**src/rtl/lvl_pkg.sv**
```systemverilog
package lvl_pkg;

  typedef enum logic [1:0] {
    LM_SUM  = 2'b00,
    LM_LEAK = 2'b01,
    LM_PEAK = 2'b10,
    LM_HOLD = 2'b11
  } lvl_mode_e;

endpackage

```
**src/rtl/lvl_magnitude.sv**
```systemverilog
module lvl_magnitude #(
  parameter int SAMPLE_W = 24,
  localparam int MAG_W   = SAMPLE_W - 1
) (
  input  logic signed [SAMPLE_W-1:0] smp_i,
  output logic        [MAG_W-1:0]    mag_o,
  output logic                       clip_o
);

  localparam logic [SAMPLE_W-1:0] MOST_NEG = {1'b1, {MAG_W{1'b0}}};

  // absolute value, most negative code clipped to the positive limit
  function automatic logic [MAG_W-1:0] abs_sat(input logic [SAMPLE_W-1:0] x);
    logic [SAMPLE_W-1:0] neg;
    neg = ~x + SAMPLE_W'(1);
    if (x == MOST_NEG)       return {MAG_W{1'b1}};
    else if (x[SAMPLE_W-1])  return neg[MAG_W-1:0];
    else                     return x[MAG_W-1:0];
  endfunction

  assign mag_o  = abs_sat(smp_i);
  assign clip_o = (smp_i == MOST_NEG);

endmodule

```
**src/rtl/lvl_interval_ctrl.sv**
```systemverilog
module lvl_interval_ctrl #(
  parameter int SPAN_W = 16,
  localparam int CNT_W = SPAN_W + 1
) (
  input  logic              clk,
  input  logic              rst_n,
  input  logic              start_i,
  input  logic              take_i,
  input  logic [SPAN_W-1:0] span_i,
  output logic              last_o
);

  logic [SPAN_W-1:0] span_q;
  logic [CNT_W-1:0]  cnt_q;
  logic [CNT_W-1:0]  limit;
  logic              at_limit;

  // window of N+2 samples: indices 0 .. N+1
  assign limit    = {1'b0, span_q} + CNT_W'(1);
  assign at_limit = (cnt_q == limit);
  assign last_o   = take_i && at_limit;

  always_ff @(posedge clk or negedge rst_n) begin
    if (!rst_n) begin
      span_q <= '0;
      cnt_q  <= '0;
    end else if (start_i) begin
      span_q <= span_i;
      cnt_q  <= '0;
    end else if (take_i) begin
      cnt_q  <= at_limit ? '0 : cnt_q + CNT_W'(1);
    end
  end

  // sample index never runs past the end of the window
  a_r4_cnt_in_window: assert property (@(posedge clk) disable iff (!rst_n)
    cnt_q <= limit);

  // a start pulse always rewinds the window
  a_r10_start_rewinds: assert property (@(posedge clk) disable iff (!rst_n)
    start_i |=> cnt_q == '0);

endmodule

```
**src/rtl/lvl_accum.sv**
```systemverilog
module lvl_accum
  import lvl_pkg::*;
#(
  parameter int MAG_W  = 23,
  parameter int RES_W  = 32,
  parameter int COEF_W = 16
) (
  input  logic              clk,
  input  logic              rst_n,
  input  logic              clear_i,
  input  logic              take_i,
  input  logic              last_i,
  input  lvl_mode_e         mode_i,
  input  logic [COEF_W-1:0] coef_i,
  input  logic [MAG_W-1:0]  mag_i,
  output logic [RES_W-1:0]  acc_o,
  output logic [RES_W-1:0]  acc_next_o
);

  localparam int DW = RES_W + 1;
  localparam int PW = COEF_W + 1 + DW;

  logic [RES_W-1:0] acc_q;
  logic [RES_W-1:0] mag_ext;

  assign mag_ext = RES_W'(mag_i);

  function automatic logic [RES_W-1:0] sum_sat(input logic [RES_W-1:0] a,
                                               input logic [RES_W-1:0] m);
    logic [RES_W:0] s;
    s = {1'b0, a} + {1'b0, m};
    return s[RES_W] ? {RES_W{1'b1}} : s[RES_W-1:0];
  endfunction

  // y + floor(A*(m-y)) with A = coef / 2^COEF_W, one multiplier
  function automatic logic [RES_W-1:0] leak_step(input logic [RES_W-1:0] y,
                                                 input logic [RES_W-1:0] m,
                                                 input logic [COEF_W-1:0] a);
    logic signed [DW-1:0] diff;
    logic signed [PW-1:0] diff_x;
    logic signed [PW-1:0] a_x;
    logic signed [PW-1:0] prod;
    logic signed [PW-1:0] delta;
    diff   = $signed({1'b0, m}) - $signed({1'b0, y});
    diff_x = PW'(diff);
    a_x    = PW'($signed({1'b0, a}));
    prod   = a_x * diff_x;
    delta  = prod >>> COEF_W;
    return y + delta[RES_W-1:0];
  endfunction

  function automatic logic [RES_W-1:0] peak_pick(input logic [RES_W-1:0] y,
                                                 input logic [RES_W-1:0] m);
    return (m > y) ? m : y;
  endfunction

  always_comb begin
    unique case (mode_i)
      LM_SUM:  acc_next_o = sum_sat(acc_q, mag_ext);
      LM_LEAK: acc_next_o = leak_step(acc_q, mag_ext, coef_i);
      LM_PEAK: acc_next_o = peak_pick(acc_q, mag_ext);
      default: acc_next_o = acc_q;
    endcase
  end

  always_ff @(posedge clk or negedge rst_n) begin
    if (!rst_n)       acc_q <= '0;
    else if (clear_i) acc_q <= '0;
    else if (take_i)  acc_q <= last_i ? '0 : acc_next_o;
  end

  assign acc_o = acc_q;

  // the sum never decreases inside a window (saturates, no wrap)
  a_r6_sum_no_wrap: assert property (@(posedge clk) disable iff (!rst_n)
    take_i && !last_i && !clear_i && mode_i == LM_SUM |=> acc_q >= $past(acc_q));

  // the peak never decreases inside a window
  a_r8_peak_holds: assert property (@(posedge clk) disable iff (!rst_n)
    take_i && !last_i && !clear_i && mode_i == LM_PEAK |=> acc_q >= $past(acc_q));

  // hold mode leaves the accumulator untouched
  a_r2_hold_stable: assert property (@(posedge clk) disable iff (!rst_n)
    take_i && !last_i && !clear_i && mode_i == LM_HOLD |=> $stable(acc_q));

  // clear always empties the accumulator
  a_r10_clear_empties: assert property (@(posedge clk) disable iff (!rst_n)
    clear_i |=> acc_q == '0);

endmodule

```
**src/rtl/level_monitor.sv**
```systemverilog
module level_monitor
  import lvl_pkg::*;
#(
  parameter int SAMPLE_W = 24,
  parameter int SPAN_W   = 16,
  parameter int COEF_W   = 16,
  parameter int RES_W    = 32
) (
  input  logic                clk,
  input  logic                rst_n,
  input  logic                start,
  input  logic                free_run,
  input  logic [1:0]          mode,
  input  logic [SPAN_W-1:0]   span,
  input  logic [COEF_W-1:0]   coef,
  input  logic                smp_valid,
  input  logic [SAMPLE_W-1:0] smp_data,
  output logic [RES_W-1:0]    result,
  output logic                done
);

  localparam int MAG_W = SAMPLE_W - 1;

  lvl_mode_e         mode_q;
  logic [COEF_W-1:0] coef_q;
  logic              cont_q;
  logic              armed_q;
  logic [RES_W-1:0]  result_q;
  logic              done_q;

  // named internal events
  logic              take;
  logic              last_raw;
  logic              win_end;
  logic              publish;
  logic              clip;
  logic [MAG_W-1:0]  mag;
  logic [RES_W-1:0]  acc;
  logic [RES_W-1:0]  acc_next;
  logic              cont_req;

  assign take     = smp_valid && armed_q && !start;
  assign win_end  = last_raw && !cont_q;
  assign publish  = take && (win_end || cont_q);
  assign cont_req = free_run && (lvl_mode_e'(mode) == LM_LEAK || lvl_mode_e'(mode) == LM_PEAK);

  lvl_magnitude #(.SAMPLE_W(SAMPLE_W)) u_mag (
    .smp_i  ($signed(smp_data)),
    .mag_o  (mag),
    .clip_o (clip)
  );

  lvl_interval_ctrl #(.SPAN_W(SPAN_W)) u_ctrl (
    .clk     (clk),
    .rst_n   (rst_n),
    .start_i (start),
    .take_i  (take),
    .span_i  (span),
    .last_o  (last_raw)
  );

  lvl_accum #(.MAG_W(MAG_W), .RES_W(RES_W), .COEF_W(COEF_W)) u_acc (
    .clk        (clk),
    .rst_n      (rst_n),
    .clear_i    (start),
    .take_i     (take),
    .last_i     (win_end),
    .mode_i     (mode_q),
    .coef_i     (coef_q),
    .mag_i      (mag),
    .acc_o      (acc),
    .acc_next_o (acc_next)
  );

  always_ff @(posedge clk or negedge rst_n) begin
    if (!rst_n) begin
      mode_q  <= LM_SUM;
      coef_q  <= '0;
      cont_q  <= 1'b0;
      armed_q <= 1'b0;
    end else if (start) begin
      mode_q  <= lvl_mode_e'(mode);
      coef_q  <= coef;
      cont_q  <= cont_req;
      armed_q <= 1'b1;
    end
  end

  always_ff @(posedge clk or negedge rst_n) begin
    if (!rst_n) begin
      result_q <= '0;
      done_q   <= 1'b0;
    end else begin
      done_q <= take && win_end;
      if (publish) result_q <= acc_next;
    end
  end

  assign result = result_q;
  assign done   = done_q;

  // done is a single-cycle pulse
  a_r5_done_single: assert property (@(posedge clk) disable iff (!rst_n)
    done_q |=> !done_q);

  // accumulator is empty right after a window closes
  a_r5_clear_at_end: assert property (@(posedge clk) disable iff (!rst_n)
    done_q |-> acc == '0);

  // continuous operation never signals a window end
  a_r9_no_done_cont: assert property (@(posedge clk) disable iff (!rst_n)
    cont_q |-> !done_q);

  // nothing is accepted before the block is armed
  a_r1_idle_until_start: assert property (@(posedge clk) disable iff (!rst_n)
    !armed_q |-> !take);

  // a clipped sample yields the largest magnitude
  a_r3_clip_max: assert property (@(posedge clk) disable iff (!rst_n)
    clip |-> mag == {MAG_W{1'b1}});

endmodule

```
**config.mk**
```make
export PLATFORM = sky130hd
export DESIGN_NAME = level_monitor
export DESIGN_NICKNAME = d
export VERILOG_FILES = /design/src/rtl/lvl_pkg.sv /design/src/rtl/lvl_magnitude.sv /design/src/rtl/lvl_interval_ctrl.sv /design/src/rtl/lvl_accum.sv /design/src/rtl/level_monitor.sv
export SDC_FILE = /design/constraint.sdc
export NUM_CORES = 2
export LEC_CHECK = 0
export BUFFER_PORTS_ARGS = -buffer_cell sky130_fd_sc_hd__buf_2
export CELL_PAD_IN_SITES_DETAIL_PLACEMENT = 0
export CELL_PAD_IN_SITES_GLOBAL_PLACEMENT = 1
export CORE_MARGIN = 2
export CORE_UTILIZATION = 46
export CTS_CLUSTER_DIAMETER = 120
export CTS_CLUSTER_SIZE = 8
export DETAILED_ROUTE_END_ITERATION = 12
export PLACE_DENSITY_LB_ADDON = 0.12
export SYNTH_ARGS = -nofsm -noshare
export SYNTH_HDL_FRONTEND = slang
export SYNTH_SLANG_ARGS = --single-unit
```
**constraint.sdc**
```tcl
create_clock -name clk -period 11.3 [get_ports clk]
set_input_delay 0.565 -clock clk [delete_from_list [all_inputs] [get_ports clk]]
set_output_delay 0.565 -clock clk [all_outputs]
set_load 0.01 [all_outputs]
```
* After elaboration in Yosys (flattened, before gate mapping)
Index checks and enable logic that the tools add are counted.
Storage, ports and cells: output and inout bits 33, memory bits (read-only) 0, bits of input ports 63, register bits 118, latch bits 0, bits in writable memories 0, logic and storage cells 48, memories kept 0
Cells by class: bitwise gates (word level) 1, $mul 1, reduce and logical (&&, ||, !) cells 13, shift-type cells 0, magnitude comparators 1, eq/ne operators 6, muxes and demuxes 11, div/mod/pow operators 0, $add $sub $neg 6
Operator list (count):
- 2-to-1 mux 32 bit | 5
- case mux 32 bit (3 select lines) | 1
- 2-to-1 mux 17 bit | 3
- multiplier 17 x 33 -> 48 bit | 1
- 2-to-1 mux 23 bit | 2
- adder 32 x 23 -> 33 bit | 1
- subtractor 23 x 32 -> 33 bit | 1
- adder 32 bit | 1
- > comparator 23 x 32 -> 1 bit | 1
- == test 24 bit, second input constant | 1
- adder 23 x 1 -> 23 bit, second input constant | 1
- inverter 23 bit | 1
- adder 16 x 1 -> 17 bit, second input constant | 1
- adder 17 x 1 -> 17 bit, second input constant | 1
- == test 17 bit | 1
- logical AND 1 bit | 7
- == test 2 x 1 -> 1 bit, second input constant | 2
- == test 2 bit, second input constant | 2
- logical NOT 1 bit | 2
- logical NOT 2 bit | 1
- logical OR 1 bit | 2
- nonzero test 2 bit | 1

* Longest topological paths before layout
depth after elaboration 11, depth in mapped cells 60, mapped depth without buffers 58

* Modules after synthesis
From an unflattened synthesis, not the netlist that was laid out.
Second synthesis, totals: cells, all modules 3341, area total of the unflattened synthesis 29140.4 µm²
By module, submodules not included:
- lvl_accum | instances 1, area each 24104.4 µm², cells each 2901
- lvl_interval_ctrl | instances 1, area each 2208.4 µm², cells each 226
- level_monitor | instances 1, area each 2163.3 µm², cells each 119
- lvl_magnitude | instances 1, area each 664.4 µm², cells each 95

* Worst setup path after synthesis
OpenSTA, ideal clock, no wires.
path kind input-to-reg, from input smp_data[11], to register u_acc.acc_q[30], in the netlist u_acc.acc_o[30], path slack -2.305 ns, required time 11.184 ns, stages 50, buffers on the path 2, arrival time 13.489 ns, cell sequence or4_4 or4_4 or3_4 or4_4 or3b_4 buf_6 o211ai_1 ha_1 nor2b_1 o21a_1 o21a_1 o21bai_1 a21boi_0 nor2_1 o31ai_1 a31o_2 a21o_1 a21oi_1 [... 14 more ...] a21oi_1 o221a_2 a221oi_1 o21ai_0 a21oi_1 xnor2_1 ha_1 a21o_1 a21o_1 a21oi_1 o21ai_0 or3_1 o22ai_1 o2111ai_1 o31ai_1 xnor2_1 o21ai_0 o311ai_0
On the way: word-level cells in the longest chain between the ends 11, elaborated cells on any way between the ends 16, those cells by class 4 x add/sub; 1 x mul; 1 x order compare; 1 x eq/ne; 8 x mux; 1 x bitwise
RTL lines:
- start: declaration | RTL line level_monitor.sv:17 | input logic [SAMPLE_W-1:0] smp_data,
- inverter 23 bit | RTL line lvl_magnitude.sv:15 | neg = ~x + SAMPLE_W'(1);
- adder 23 x 1 -> 23 bit | RTL line lvl_magnitude.sv:15
- 2-to-1 mux 23 bit | RTL line lvl_magnitude.sv:17 | else if (x[SAMPLE_W-1]) return neg[MAG_W-1:0];
- 2-to-1 mux 23 bit * | RTL line lvl_magnitude.sv:16 | if (x == MOST_NEG) return {MAG_W{1'b1}};
- subtractor 23 x 32 -> 33 bit | RTL line lvl_accum.sv:44 | diff = $signed({1'b0, m}) - $signed({1'b0, y});
- multiplier 17 x 33 -> 48 bit | RTL line lvl_accum.sv:47 | prod = a_x * diff_x;
- adder 32 bit | RTL line lvl_accum.sv:49 | return y + delta[RES_W-1:0];
- case mux 32 bit (3 select lines) * | RTL line lvl_accum.sv:58 | unique case (mode_i)
- 2-to-1 mux 32 bit * (2 in series) | RTL line lvl_accum.sv:69 | else if (take_i) acc_q <= last_i ? '0 : acc_next_o;
- 2-to-1 mux 32 bit * | RTL line lvl_accum.sv:68 | else if (clear_i) acc_q <= '0;
- end signal: assignment | RTL line lvl_accum.sv:69
- end: declaration | RTL line lvl_accum.sv:23 | logic [RES_W-1:0] acc_q;
Every way passes the cells marked *; elsewhere a longest branch is shown, timed or not. The select of a mux whose other input is x is not followed. A chain may end at the register's enable or synchronous reset.

* Worst setup path in the final report
from input smp_data[11], to register result_q[21], in the netlist result[21]
On the way: word-level cells in the longest chain between the ends 8, elaborated cells on any way between the ends 13, those cells by class 4 x add/sub; 1 x mul; 1 x order compare; 1 x eq/ne; 5 x mux; 1 x bitwise
RTL lines:
- inverter 23 bit | RTL line lvl_magnitude.sv:15
- adder 23 x 1 -> 23 bit | RTL line lvl_magnitude.sv:15
- 2-to-1 mux 23 bit | RTL line lvl_magnitude.sv:17
- 2-to-1 mux 23 bit * | RTL line lvl_magnitude.sv:16
- subtractor 23 x 32 -> 33 bit | RTL line lvl_accum.sv:44
- multiplier 17 x 33 -> 48 bit | RTL line lvl_accum.sv:47
- adder 32 bit | RTL line lvl_accum.sv:49
- case mux 32 bit (3 select lines) * | RTL line lvl_accum.sv:58
- end signal: assignment | RTL line level_monitor.sv:95 | if (publish) result_q <= acc_next;
- end: declaration | RTL line level_monitor.sv:28 | logic [RES_W-1:0] result_q;
Every way passes the cells marked *; elsewhere a longest branch is shown, timed or not.

==> impl_metrics.env <==
export IMPL_run_status="finished, violations left"
export IMPL_violations="setup timing"
export IMPL_synthDistinctLibCells=84
export IMPL_drc_errors=0
export IMPL_seq_area_frac_synth_pct=10.08
export IMPL_grt_setup_unrepaired="true"
export IMPL_wl_per_cell_um=19.60
export IMPL_finalHoldViolCount=0
export IMPL_setup_viol=58
export IMPL_grt_pass1_vias=27700
export IMPL_cts_hold_buf=0
export IMPL_worst_skew_pair_late_latency_ps=460
export IMPL_fp_dieArea_mm2=0.06569
export IMPL_start_util_pct=46.50
export IMPL_dpl_hpwl_um=75140
export IMPL_grt_ovfl_total=0
export IMPL_drtIter0Drc=1794
export IMPL_htreeDepth=4
export IMPL_numCtsBuffers=17
export IMPL_finalInstanceArea_mm2=0.03718
export IMPL_coreArea_mm2=0.06297
export IMPL_setup_worst_path_start_class="primary input"
export IMPL_vias=26120
export IMPL_critical_path_class="primary input to register"
export IMPL_antenna_found_initial=1
export IMPL_crit_path_end_kind="register"
export IMPL_required_ps=11670
export IMPL_drv_slew=0
export IMPL_worst_pin_slew_ps=1414
export IMPL_timing_fmax_ghz=0.07943
export IMPL_wl_um=94410
export IMPL_nFillCells=5673
export IMPL_netlist_area_mm2=0.02928
export IMPL_clkSlewWorstSetupHoldPaths_ps=70
export IMPL_die_height_um=256.3
export IMPL_synth_nets=4232
export IMPL_critPathMaxFanout=5
export IMPL_area_delta_synth_final_pct=26.96
export IMPL_slowest_delay_ps=530
export IMPL_clock_skew_ps=18.33
export IMPL_grt_pass1_wl_um=152100
export IMPL_syn_inst=3484
export IMPL_synth_seq_cells=118
export IMPL_cts_root_buf="clkbuf_16"
export IMPL_avgSynthCellArea_um2=8.404
export IMPL_rows=92
export IMPL_first_pass_iters=5
export IMPL_synth_edf_count=0
export IMPL_yosysWarnings=0
export IMPL_crit_family="compound AO/OA/AOI/OAI gates"
export IMPL_io_pins=96
export IMPL_drv_cap=0
export IMPL_synth_async_reset_ratio_pct=100.0
export IMPL_nets=4705
export IMPL_setup_ws_ps=-1289
export IMPL_chipWidth_um=256.3
export IMPL_track_usage_pct=29.35
export IMPL_fin_crit_ps=12590
export IMPL_yosysTopAreaCell="fa_1"
export IMPL_hold_class="primary input to async pin"
export IMPL_ant_nets=0
export IMPL_port_buffers=95
export IMPL_clock_sinks=118
export IMPL_vias_per_cell=5.422
export IMPL_synth_top_area_share_pct=33.64
export IMPL_arrival_ps=12960
export IMPL_post_route_period_util_pct=111.4
export IMPL_critical_path_startpoint="smp_data[11]"
export IMPL_r2r_start="u_acc.acc_o[0]$_DFFE_PN0P_"
export IMPL_path_buf_inv=10
export IMPL_tritoncts="built"
export IMPL_ys_top_cells_by_area="fa_1 34%, dfrtp_1 10%, inv_1 8.6%, ha_1 8.2%, and2_1 5.6%"
export IMPL_synth_flop_cell="dfrtp_1"
export IMPL_grt_max_degree=62
export IMPL_gp_congestion=0.9525
export IMPL_slew_headroom_pct=5.403
export IMPL_critPathSlowestCell="or4_4"
export IMPL_cts_buffer_depth=2
export IMPL_place_area_mm2=0.03435
export IMPL_drive_gt1_share_pct=25.87
per-stage QoR:
stage	utilization, %	TNS, ps	hold WS [ps]	cells	worst slack (ps)
floorplan	-	-34850	269.4	3484	-1295
global placement	54.56	-100310	459.4	4733	-2132
detailed placement	54.56	-110070	460.7	4733	-2319
CTS	57.67	-49030	78.64	4800	-1353
global route	59.04	-82420	114.2	4816	-1797
finish	59.04	-55280	73.62	4817	-1289
kinds of logic (layout without fill, tap and decap cells):
kind of cell | after synthesis | in the layout | synth area share (%)
simple gates | 1064 | 1064 | 17.98
buf+inv | 852 | 1338 | 11.06
mux | 52 | 52 | 1.953
compound gates | 568 | 568 | 12.65
flops | 118 | 118 | 10.08
fa+ha+maj | 685 | 685 | 41.89
other cells | 0 | 1 | 0
xor+xnor | 145 | 145 | 4.384
sequential cells by signal (all words and copies together), names as in the netlist:
signal	flops
done	1
u_acc.acc_o	32
u_ctrl.cnt_q	17
u_ctrl.span_q	16
coef_q	16
result	32
mode_q	2
armed_q	1
cont_q	1
cells in the mapped netlist (45+ instances only):
cell,n
dfrtp_1,118
a21oi_1,128
ha_1,193
nor2_1,123
and2_1,264
inv_1,669
o21ai_0,136
fa_1,492
xor2_1,58
nand2_1,437
xnor2_1,86
a21o_1,45
clkbuf_1,161
path summary, 6_finish.rpt:
check | end | slack, ps | cells past startpoint
worst max-delay path | result[21]$_DFFE_PN0P_ | -1290 | 53
worst min-delay path | u_ctrl.cnt_q[4]$_DFFE_PN0P_ | 70 | 1
worst max register to register | u_acc.acc_o[30]$_DFFE_PN0P_ | 580 | 49
worst min register to register | done$_DFF_PN0_ | 470 | 1
max in group asynchronous | u_acc.acc_o[27]$_DFFE_PN0P_ | 9920 | 2
min in group clk | u_ctrl.span_q[3]$_DFFE_PN0P_ | 340 | 3
cell type report:
cell class | instances | area (um2) | area share (%)
Multi-Input combinational cell | 2514 | 25140 | 67.63
Timing Repair Buffer | 636 | 4901 | 13.18
Sequential cell | 118 | 2953 | 7.943
Inverter | 670 | 2515 | 6.765
Tap cell | 846 | 1059 | 2.847
Clock buffer | 17 | 425.4 | 1.144
Clock inverter | 15 | 180.2 | 0.4847
Antenna cell | 1 | 2.502 | 0.006731
layer usage:
metal	wire (um)	GRT usage, %
met1	43570	42.60
met2	42980	46.73
met3	5530	3.480
met4	2328	7.342
met5	0	0
layout by cell type (no fill, tap or decap), types with 24 or more instances in the layout:
cell type  count
a21oi_1       81
and2_1       258
and3_1        30
nor3_1        32
ha_4          24
buf_6         33
o21ai_1       28
a21oi_2       39
buf_2         92
o31ai_1       32
dfrtp_1      118
buf_4        492
xnor2_1       61
a21o_1        44
fa_1         481
nand3_1       37
mux2_2        34
inv_1        650
o21ai_0       85
nor2_1       103
nand2_1      425
ha_1         168
xor2_1        47
repair_timing:
action / in CTS / in global routing
pin swaps: 181 / 191
gates resized for setup: 212 / 152
cloned: 1 / 0
buffers inserted: 46 / 21
setup endpoints to repair: 62 / 62
Power is not shown: default switching activity piles up to over one toggle a cycle in this logic, so the estimate is an artifact.
